### src/rtl/los_pkg.sv
package los_pkg;

    typedef enum logic [1:0] {
        ZR_LIVE = 2'd0,
        ZR_RUN  = 2'd1,
        ZR_LOSS = 2'd2
    } zr_state_e;

    localparam int REG_W      = 8;
    localparam int CTL_W      = 4;
    localparam int BIT_AIS    = 7;
    localparam int BIT_LOS    = 6;
    localparam int BIT_IDLE   = 5;
    localparam int BIT_OOF    = 4;
    localparam int BIT_DIS    = 3;

endpackage

### src/rtl/los_sync.sv
module los_sync #(
    parameter int STAGES = 2
) (
    input  logic clk,
    input  logic rst_n,
    input  logic d_async,
    output logic q_sync
);

    logic [STAGES-1:0] chain_q;

    generate
        if (STAGES == 1) begin : g_single
            always_ff @(posedge clk) begin
                if (!rst_n) chain_q <= '0;
                else        chain_q <= d_async;
            end
        end else begin : g_multi
            always_ff @(posedge clk) begin
                if (!rst_n) chain_q <= '0;
                else        chain_q <= {chain_q[STAGES-2:0], d_async};
            end
        end
    endgenerate

    always_comb q_sync = chain_q[STAGES-1];

endmodule

### src/rtl/los_zero_run.sv
module los_zero_run
    import los_pkg::*;
#(
    parameter int RUN_THRESH = 180,
    localparam int CNT_W = $clog2(RUN_THRESH + 1)
) (
    input  logic             clk,
    input  logic             rst_n,
    input  logic             pos,
    input  logic             neg,
    output logic             los_int,
    output logic [CNT_W-1:0] run_cnt
);

    localparam logic [CNT_W-1:0] CNT_MAX  = CNT_W'(RUN_THRESH);
    localparam logic [CNT_W-1:0] CNT_LAST = CNT_W'(RUN_THRESH - 1);

    zr_state_e        state_q, state_d;
    logic [CNT_W-1:0] cnt_q, cnt_d;
    logic             zero_smp;

    always_comb zero_smp = ~pos & ~neg;

    // state register
    always_ff @(posedge clk) begin
        if (!rst_n) begin
            state_q <= ZR_LOSS;
            cnt_q   <= CNT_MAX;
        end else begin
            state_q <= state_d;
            cnt_q   <= cnt_d;
        end
    end

    // next state
    always_comb begin
        state_d = state_q;
        cnt_d   = cnt_q;
        unique case (state_q)
            ZR_LIVE: begin
                if (zero_smp) begin
                    if (RUN_THRESH == 1) begin
                        state_d = ZR_LOSS;
                        cnt_d   = CNT_MAX;
                    end else begin
                        state_d = ZR_RUN;
                        cnt_d   = CNT_W'(1);
                    end
                end else begin
                    cnt_d = '0;
                end
            end
            ZR_RUN: begin
                if (!zero_smp) begin
                    state_d = ZR_LIVE;
                    cnt_d   = '0;
                end else if (cnt_q == CNT_LAST) begin
                    state_d = ZR_LOSS;
                    cnt_d   = CNT_MAX;
                end else begin
                    cnt_d = cnt_q + CNT_W'(1);
                end
            end
            ZR_LOSS: begin
                if (!zero_smp) begin
                    state_d = ZR_LIVE;
                    cnt_d   = '0;
                end else begin
                    cnt_d = CNT_MAX;
                end
            end
            default: begin
                state_d = ZR_LIVE;
                cnt_d   = '0;
            end
        endcase
    end

    // outputs
    always_comb begin
        los_int = (state_q == ZR_LOSS);
        run_cnt = cnt_q;
    end

    AST_CNT_BOUNDED: assert property (@(posedge clk) disable iff (!rst_n)
        cnt_q <= CNT_MAX) else $error("count beyond threshold");

    AST_PULSE_CLEARS: assert property (@(posedge clk) disable iff (!rst_n)
        (pos | neg) |=> (!los_int && run_cnt == '0)) else $error("pulse did not clear");

    AST_LOSS_AFTER_RUN: assert property (@(posedge clk) disable iff (!rst_n)
        $rose(los_int) |-> ($past(run_cnt) == CNT_LAST)) else $error("loss without full run");

    AST_LOSS_HELD: assert property (@(posedge clk) disable iff (!rst_n)
        (los_int && !pos && !neg) |=> los_int) else $error("loss dropped during zeros");

endmodule

### src/rtl/los_cfg_reg.sv
module los_cfg_reg
    import los_pkg::*;
#(
    parameter int ADDR_W = 4,
    parameter logic [ADDR_W-1:0] REG_OFFSET = ADDR_W'(14)
) (
    input  logic              clk,
    input  logic              rst_n,
    input  logic              wr_en,
    input  logic [ADDR_W-1:0] wr_addr,
    input  logic [REG_W-1:0]  wr_data,
    input  logic              ais_in,
    input  logic              los_in,
    input  logic              idle_in,
    input  logic              oof_in,
    output logic [REG_W-1:0]  rd_data,
    output logic              los_disable
);

    logic [CTL_W-1:0] ctl_q;
    logic             wr_hit;

    always_comb wr_hit = wr_en && (wr_addr == REG_OFFSET);

    always_ff @(posedge clk) begin
        if (!rst_n)      ctl_q <= '0;
        else if (wr_hit) ctl_q <= wr_data[CTL_W-1:0];
    end

    always_comb begin
        rd_data              = '0;
        rd_data[BIT_AIS]     = ais_in;
        rd_data[BIT_LOS]     = los_in;
        rd_data[BIT_IDLE]    = idle_in;
        rd_data[BIT_OOF]     = oof_in;
        rd_data[CTL_W-1:0]   = ctl_q;
        los_disable          = ctl_q[BIT_DIS];
    end

    AST_CTL_WRITE: assert property (@(posedge clk) disable iff (!rst_n)
        wr_hit |=> (rd_data[CTL_W-1:0] == $past(wr_data[CTL_W-1:0]))) else $error("write lost");

    AST_CTL_STABLE: assert property (@(posedge clk) disable iff (!rst_n)
        !wr_hit |=> $stable(rd_data[CTL_W-1:0])) else $error("controls changed");

endmodule

### src/rtl/line_los_monitor.sv
module line_los_monitor
    import los_pkg::*;
#(
    parameter int RUN_THRESH  = 180,
    parameter int SYNC_STAGES = 2,
    parameter int ADDR_W      = 4,
    parameter logic [ADDR_W-1:0] REG_OFFSET = ADDR_W'(14)
) (
    input  logic              clk,
    input  logic              rst_n,
    input  logic              rail_pos,
    input  logic              rail_neg,
    input  logic              ext_los_pin,
    input  logic              ais_flag,
    input  logic              idle_flag,
    input  logic              oof_flag,
    input  logic              cfg_wr,
    input  logic [ADDR_W-1:0] cfg_addr,
    input  logic [REG_W-1:0]  cfg_wdata,
    output logic [REG_W-1:0]  cfg_rdata,
    output logic              los_out
);

    localparam int CNT_W = $clog2(RUN_THRESH + 1);

    logic             int_los;
    logic [CNT_W-1:0] run_cnt;
    logic             ext_q;
    logic             dis;

    los_zero_run #(.RUN_THRESH(RUN_THRESH)) u_run (
        .clk     (clk),
        .rst_n   (rst_n),
        .pos     (rail_pos),
        .neg     (rail_neg),
        .los_int (int_los),
        .run_cnt (run_cnt)
    );

    los_sync #(.STAGES(SYNC_STAGES)) u_sync (
        .clk     (clk),
        .rst_n   (rst_n),
        .d_async (ext_los_pin),
        .q_sync  (ext_q)
    );

    always_comb los_out = (int_los & ~dis) | ext_q;

    los_cfg_reg #(.ADDR_W(ADDR_W), .REG_OFFSET(REG_OFFSET)) u_reg (
        .clk         (clk),
        .rst_n       (rst_n),
        .wr_en       (cfg_wr),
        .wr_addr     (cfg_addr),
        .wr_data     (cfg_wdata),
        .ais_in      (ais_flag),
        .los_in      (los_out),
        .idle_in     (idle_flag),
        .oof_in      (oof_flag),
        .rd_data     (cfg_rdata),
        .los_disable (dis)
    );

    AST_EXT_FORCES: assert property (@(posedge clk) disable iff (!rst_n)
        ext_q |-> los_out) else $error("external loss not shown");

    AST_INT_SHOWN: assert property (@(posedge clk) disable iff (!rst_n)
        (int_los && !dis) |-> los_out) else $error("internal loss not shown");

    AST_DIS_MASK: assert property (@(posedge clk) disable iff (!rst_n)
        (dis && !ext_q) |-> !los_out) else $error("masked detector leaked");

    generate
        if (SYNC_STAGES == 2) begin : g_lat_chk
            AST_EXT_LATENCY: assert property (@(posedge clk) disable iff (!rst_n)
                $changed(ext_q) |-> (ext_q == $past(ext_los_pin, 2))) else $error("sync latency");
        end
    endgenerate

endmodule

### config.mk
export PLATFORM = sky130hd
export DESIGN_NAME = line_los_monitor
export DESIGN_NICKNAME = d
export VERILOG_FILES = /design/src/rtl/los_pkg.sv /design/src/rtl/los_sync.sv /design/src/rtl/los_zero_run.sv /design/src/rtl/los_cfg_reg.sv /design/src/rtl/line_los_monitor.sv
export SDC_FILE = /design/constraint.sdc
export NUM_CORES = 1
export LEC_CHECK = 0
export BUFFER_PORTS_ARGS = -buffer_cell sky130_fd_sc_hd__buf_4
export CORE_MARGIN = 2
export CORE_UTILIZATION = 41
export DETAILED_ROUTE_END_ITERATION = 12
export PLACE_DENSITY = 0.73
export SLEW_MARGIN = 30
export SYNTH_ARGS = -nofsm -noshare
export SYNTH_HDL_FRONTEND = slang
export SYNTH_SLANG_ARGS = --single-unit
### constraint.sdc
create_clock -name clk -period 1.4 [get_ports clk]
set_clock_uncertainty 0.05 [all_clocks]
set_input_delay 0.28 -clock clk [delete_from_list [all_inputs] [get_ports clk]]
set_output_delay 0.28 -clock clk [all_outputs]
set_load 0.03 [all_outputs]
# Word-level counts from Yosys, hierarchy flattened

Index checks and enable logic that the tools add are counted.

Bits in registers: 16
Bits in latches: 0
Bits in writable memories: 0
Memory bits (read-only): 0
Bits of input ports: 21
Output and inout bits: 9
Word-level logic and storage cells: 31
Memories kept: 0

Add/subtract/negate cells: 1
$mul: 0
Divide/modulo/power cells: 0
Magnitude comparators: 0
Eq/ne operators: 7
Shifts and indexed selects: 0
Multiplexer cells: 10
Bitwise gates (word level): 6
Reductions and logical operators: 3

Operators by type and width:

| kind                  | number |
|---|---|
| $mux W8               | 3 |
| $pmux W8 S3           | 1 |
| $add A8 B1 Y8 const B | 1 |
| $eq A8 B8 Y1 const B  | 1 |
| $mux W2               | 4 |
| $pmux W2 S3           | 1 |
| $eq A4 B4 Y1 const B  | 1 |
| $ne A3 B3 Y1 const B  | 1 |
| $not A1 Y1            | 3 |
| $reduce_and A3 Y1     | 1 |
| $and A1 B1 Y1         | 2 |
| $eq A2 B1 Y1 const B  | 1 |
| $eq A2 B2 Y1 const B  | 1 |
| $logic_not A2 Y1      | 1 |
| $ne A2 B1 Y1 const B  | 1 |
| $ne A2 B2 Y1 const B  | 1 |
| $logic_and A1 B1 Y1   | 1 |
| $mux W1               | 1 |
| $or A1 B1 Y1          | 1 |

# Logic depth before layout (Yosys ltp)

Word-level depth: 4
Mapped depth: 5
Gate-level depth less buffers: 5

# By module

A second synthesis with hierarchy kept.

Cell total of the unflattened synthesis: 76
Area, all modules: 714.4 um^2

By module, submodules not included:

| module           | instances | cells an instance | area each (um^2) | sequential area each (um^2) |
|---|---|---|---|---|
| los_zero_run     | 1         | 46                | 434.2            | 200.2 |
| los_cfg_reg      | 1         | 24                | 216.5            | 80.1 |
| los_sync         | 1         | 4                 | 52.6             | 40.0 |
| line_los_monitor | 1         | 2                 | 11.3             | 0.0 |

# Worst setup path before layout

OpenSTA, ideal clock, no wires.

Kind: reg-to-output
Start point: reg u_run.state_q[0]
End point: out cfg_rdata[6]
Arrival: 1262 ps
Data required time: 1070 ps
Path slack: -192 ps
Cell stages (with the launch flop): 4
Path buffers: 1
Path through: dfxtp_1 > nand2b_1 > o21bai_1 > buf_4

Word-level cells in the longest chain between the ends: 3

RTL lines:

| element                  | RTL line               | text |
|---|---|---|
| start: declaration       | los_zero_run.sv:18     | `zr_state_e state_q, state_d;` |
| start signal: assignment | los_zero_run.sv:30     | `state_q <= state_d;` |
| $eq A2 B2 Y1             | los_zero_run.sv:81     | `los_int = (state_q == ZR_LOSS);` |
| $and A1 B1 Y1            | line_los_monitor.sv:47 | `always_comb los_out = (int_los & ~dis) \| ext_q;` |
| $or A1 B1 Y1             | line_los_monitor.sv:47 |  |
| end: declaration         | line_los_monitor.sv:20 | `output logic [REG_W-1:0] cfg_rdata,` |

Every way passes these cells.

# Worst setup path after layout

Ends and elaborated chain as after synthesis.

==> results.tsv <==
stage	metric	value	unit
clock_tree	clockBufferDepth	2	
power_and_ir_drop	p_int	695	µW
grt	use_met2	22.5	%
synthesis	syn_avg_cell_area	9.73	µm²
die	fp-row-count	15	
routing	num_vias	588	
grt	antenna_found_initial	0	
placed_design	dpl_cell_area	896	µm²
worst_setup_path	crit_path_end_kind	output pin	
die	start_util	42.7	%
power_and_ir_drop	power.share.combinational	12.7	%
placed_design	dp_hpwl	971	µm
routing	vias_per_cell	4.74	
worst_setup_path	rr_startpoint	u_run.run_cnt[1]	
clock_tree	cts_tree	yes	
routing	postRouteAntennaNets	0	
worst_setup_path	critical_path_required	1070	ps
timing	finalSetupTns	0	ps
timing	fin_ws	31.0	ps
power_and_ir_drop	total_power	901	µW
grt	use_met3	3.92	%
synthesis	yosys_most_used_dff	dfxtp_1	
clock_tree	clkTransAtPathRegs	90	ps
power_and_ir_drop	power.density	895	nW/µm²
grt	top_usage_layer	met2	
timing	max_freq	0.730	GHz
layout	nFillCells	144	
layout	fin_area	1010	µm²
placed_design	gp_congestion	0.682	
synthesis	async_flop_share	0	%
timing	period_share	97.8	%
synthesis	synth-seq-area-share	43.9	%
worst_setup_path	critPathArrivalTime	1040	ps
timing	hold_violations	0	
die	ios	30	
synthesis	netlist_instances	75	
die	die-area	2130	µm²
clock_tree	cts_buffers	3	
power_and_ir_drop	leakagePower	0.401	nW
routing	dr.first_iter.drc_count	7	
grt	grt-ovfl-total	0	
timing	setup_viol	0	
layout	final_common_cell	buf_4	
worst_hold_path	hp-class	in -> reg	
clock_tree	clk_latency	280	ps
power_and_ir_drop	clkPwrFrac	33.2	%
grt	grt_pass1_wl	2.07	mm
worst_setup_path	cp-start-kind	flip-flop	
worst_setup_path	startpoint	u_run.state_q[0]	
worst_setup_path	r2r_slack	80	ps
synthesis	yosysTopAreaCell	dfxtp_1	
timing	rsz0062_at_grt	yes	
synthesis	yosys-top-cells-area	dfxtp_1 44%, mux2i_1 5.5%, buf_4 5.1%, xor2_1 4.8%, nand3_1 3.4%	
placed_design	port_buffers	19	
power_and_ir_drop	power.net_switching	206	µW
power_and_ir_drop	p_sw_share	22.8	%
clock_tree	cts_sinks	16	
placed_design	pre_cts_ws	-1.99	ps
synthesis	ys_types	32	
worst_setup_path	cp-endpoint	cfg_rdata[6]	
grt	grt_max_degree	11	
clock_tree	htree_num_levels	1	
layout	diodes	0	
synthesis	syn_nets	97	
routing	drcViolationCount	0	
routing	avgRoutedWirePerCell	11.0	µm
synthesis	synth_edf_count	0	
routing	routed_wl	1.36	mm
power_and_ir_drop	p_seq_share	54.2	%
worst_setup_path	rr_endpoint	u_run.run_cnt[2]	
timing	slew_headroom	74.3	%
synthesis	ys_warn_count	0	
synthesis	synth_top_area_share	43.9	%
worst_setup_path	crit_type	reg -> out	
timing	fin_crit	1370	ps
die	coreArea	1710	µm²
power_and_ir_drop	ir_drop	0.427	mV
grt	grtUsageMet1	15.8	%
synthesis	ys_ff_latch	16	
layout	drive_above_1_share	44.4	%
grt	grtUsageTotal	13.8	%
die	fp.dieW	46.2	µm
synthesis	synth_area	729	µm²
run	maxCapViolCount	0	
worst_setup_path	r2r_cells	6	
status	run_status	complete, no violations	
timing	tightestPinTransition	382	ps
worst_hold_path	worstHoldStart	ext_los_pin	
worst_setup_path	crit_fanout	2	
layout	mostFrequentLayoutCells	24 x buf_4, 12 x dfxtp_1, 5 x nand2_1	
layout	area_delta_synth_final	38.1	%
clock_tree	cts_root_buf	clkbuf_4	
die	die_h	46.2	µm
routing	dr.pass1.iters	3	
timing	slew_violations	0	
layout	nets	122	
grt	grt_pass1_vias	506	
==> cells by family (layout without fill, tap and decap cells) <==
| family | count (synthesis) | in the layout | share of synthesized area [%] |
|---|---|---|---|
| xor+xnor | 5 | 5 | 6.00 |
| mux | 4 | 4 | 5.49 |
| simple gates | 34 | 34 | 29.2 |
| compound gates | 8 | 8 | 7.55 |
| buf+inv | 7 | 31 | 6.17 |
| fa+ha+maj | 1 | 1 | 1.71 |
| flops | 16 | 16 | 43.9 |
==> worst max-delay path: stages, from the launching register on <==
cell	delay [ps]
dfxtp_2	330
nand2b_4	140
o21bai_4	140
buf_6	150
==> Yosys cell counts (2+ instances only) <==
cell and count:
and2_1 2, buf_4 5, dfxtp_1 16, mux2i_1 4, nand2_1 5, nand2b_1 2, nand3_1 5, nand4_1 2
nor2_1 4, nor2b_1 4, o21ai_1 2, xor2_1 4
==> metrics by stage <==
stage	utilization [%]	hold slack, ps	std cells
2_1_floorplan	-	357	75
3_3_place_gp	52.5	367	117
3_5_place_dp	52.5	374	117
4_1_cts	56.8	148	123
5_1_grt	59.0	154	124
6_report	59.0	156	124
==> power groups by stage <==
stage | Sequential (mW) | Clock [mW] | Combinational, mW
final | 0.488 | 0.299 | 0.114
after detailed placement | 0.494 | 0 | 0.0976
after CTS | 0.484 | 0.305 | 0.112
after global placement | 0.494 | 0 | 0.0962
after global routing | 0.490 | 0.327 | 0.124
after floorplan | 0.493 | 0 | 0.0686
==> sequential cells by signal, summed over array words and instances, names as in the netlist <==
| name | count |
|---|---|
| u_run.state_q | 2 |
| u_run.run_cnt | 8 |
| u_sync.chain_q | 2 |
| u_reg.ctl_q | 4 |
==> what timing repair did <==
action / 4_1_cts / 5_1_grt
hold endpoints to repair: 0 / 0
pin swaps: 2 / 4
endpoints found under the setup margin: 6 / 7
gates cloned: 0 / 0
hold buffers: 0 / 0
setup buffers: 2 / 1
resized for setup: 5 / 7
==> worst min path at each step <==
stage,endpoint,cells past startpoint
final,u_sync.chain_q[0],2
after CTS,u_sync.chain_q[0],2
after detailed placement,u_sync.chain_q[1],1
after floorplan,u_sync.chain_q[0],1
after global routing,u_sync.chain_q[0],2
after global placement,u_sync.chain_q[1],1
==> area by class of cell <==
cell class / count / area [µm²] / share of cell area, %
clock buffers: 4 / 36.3 / 3.60
inverters: 1 / 3.75 / 0.373
multi-input cells: 52 / 408 / 40.5
flip-flops and latches: 16 / 325 / 32.3
well taps: 25 / 31.3 / 3.11
repair buffers: 26 / 203 / 20.1
==> layer usage <==
metal | up-vias | share of wire [%]
met5 | - | 0
met4 | 0 | 1.7
met3 | 4 | 5.0
met2 | 13 | 49
met1 | 267 | 45
li1 | 304 | -
(Power assumes the default switching activity.)
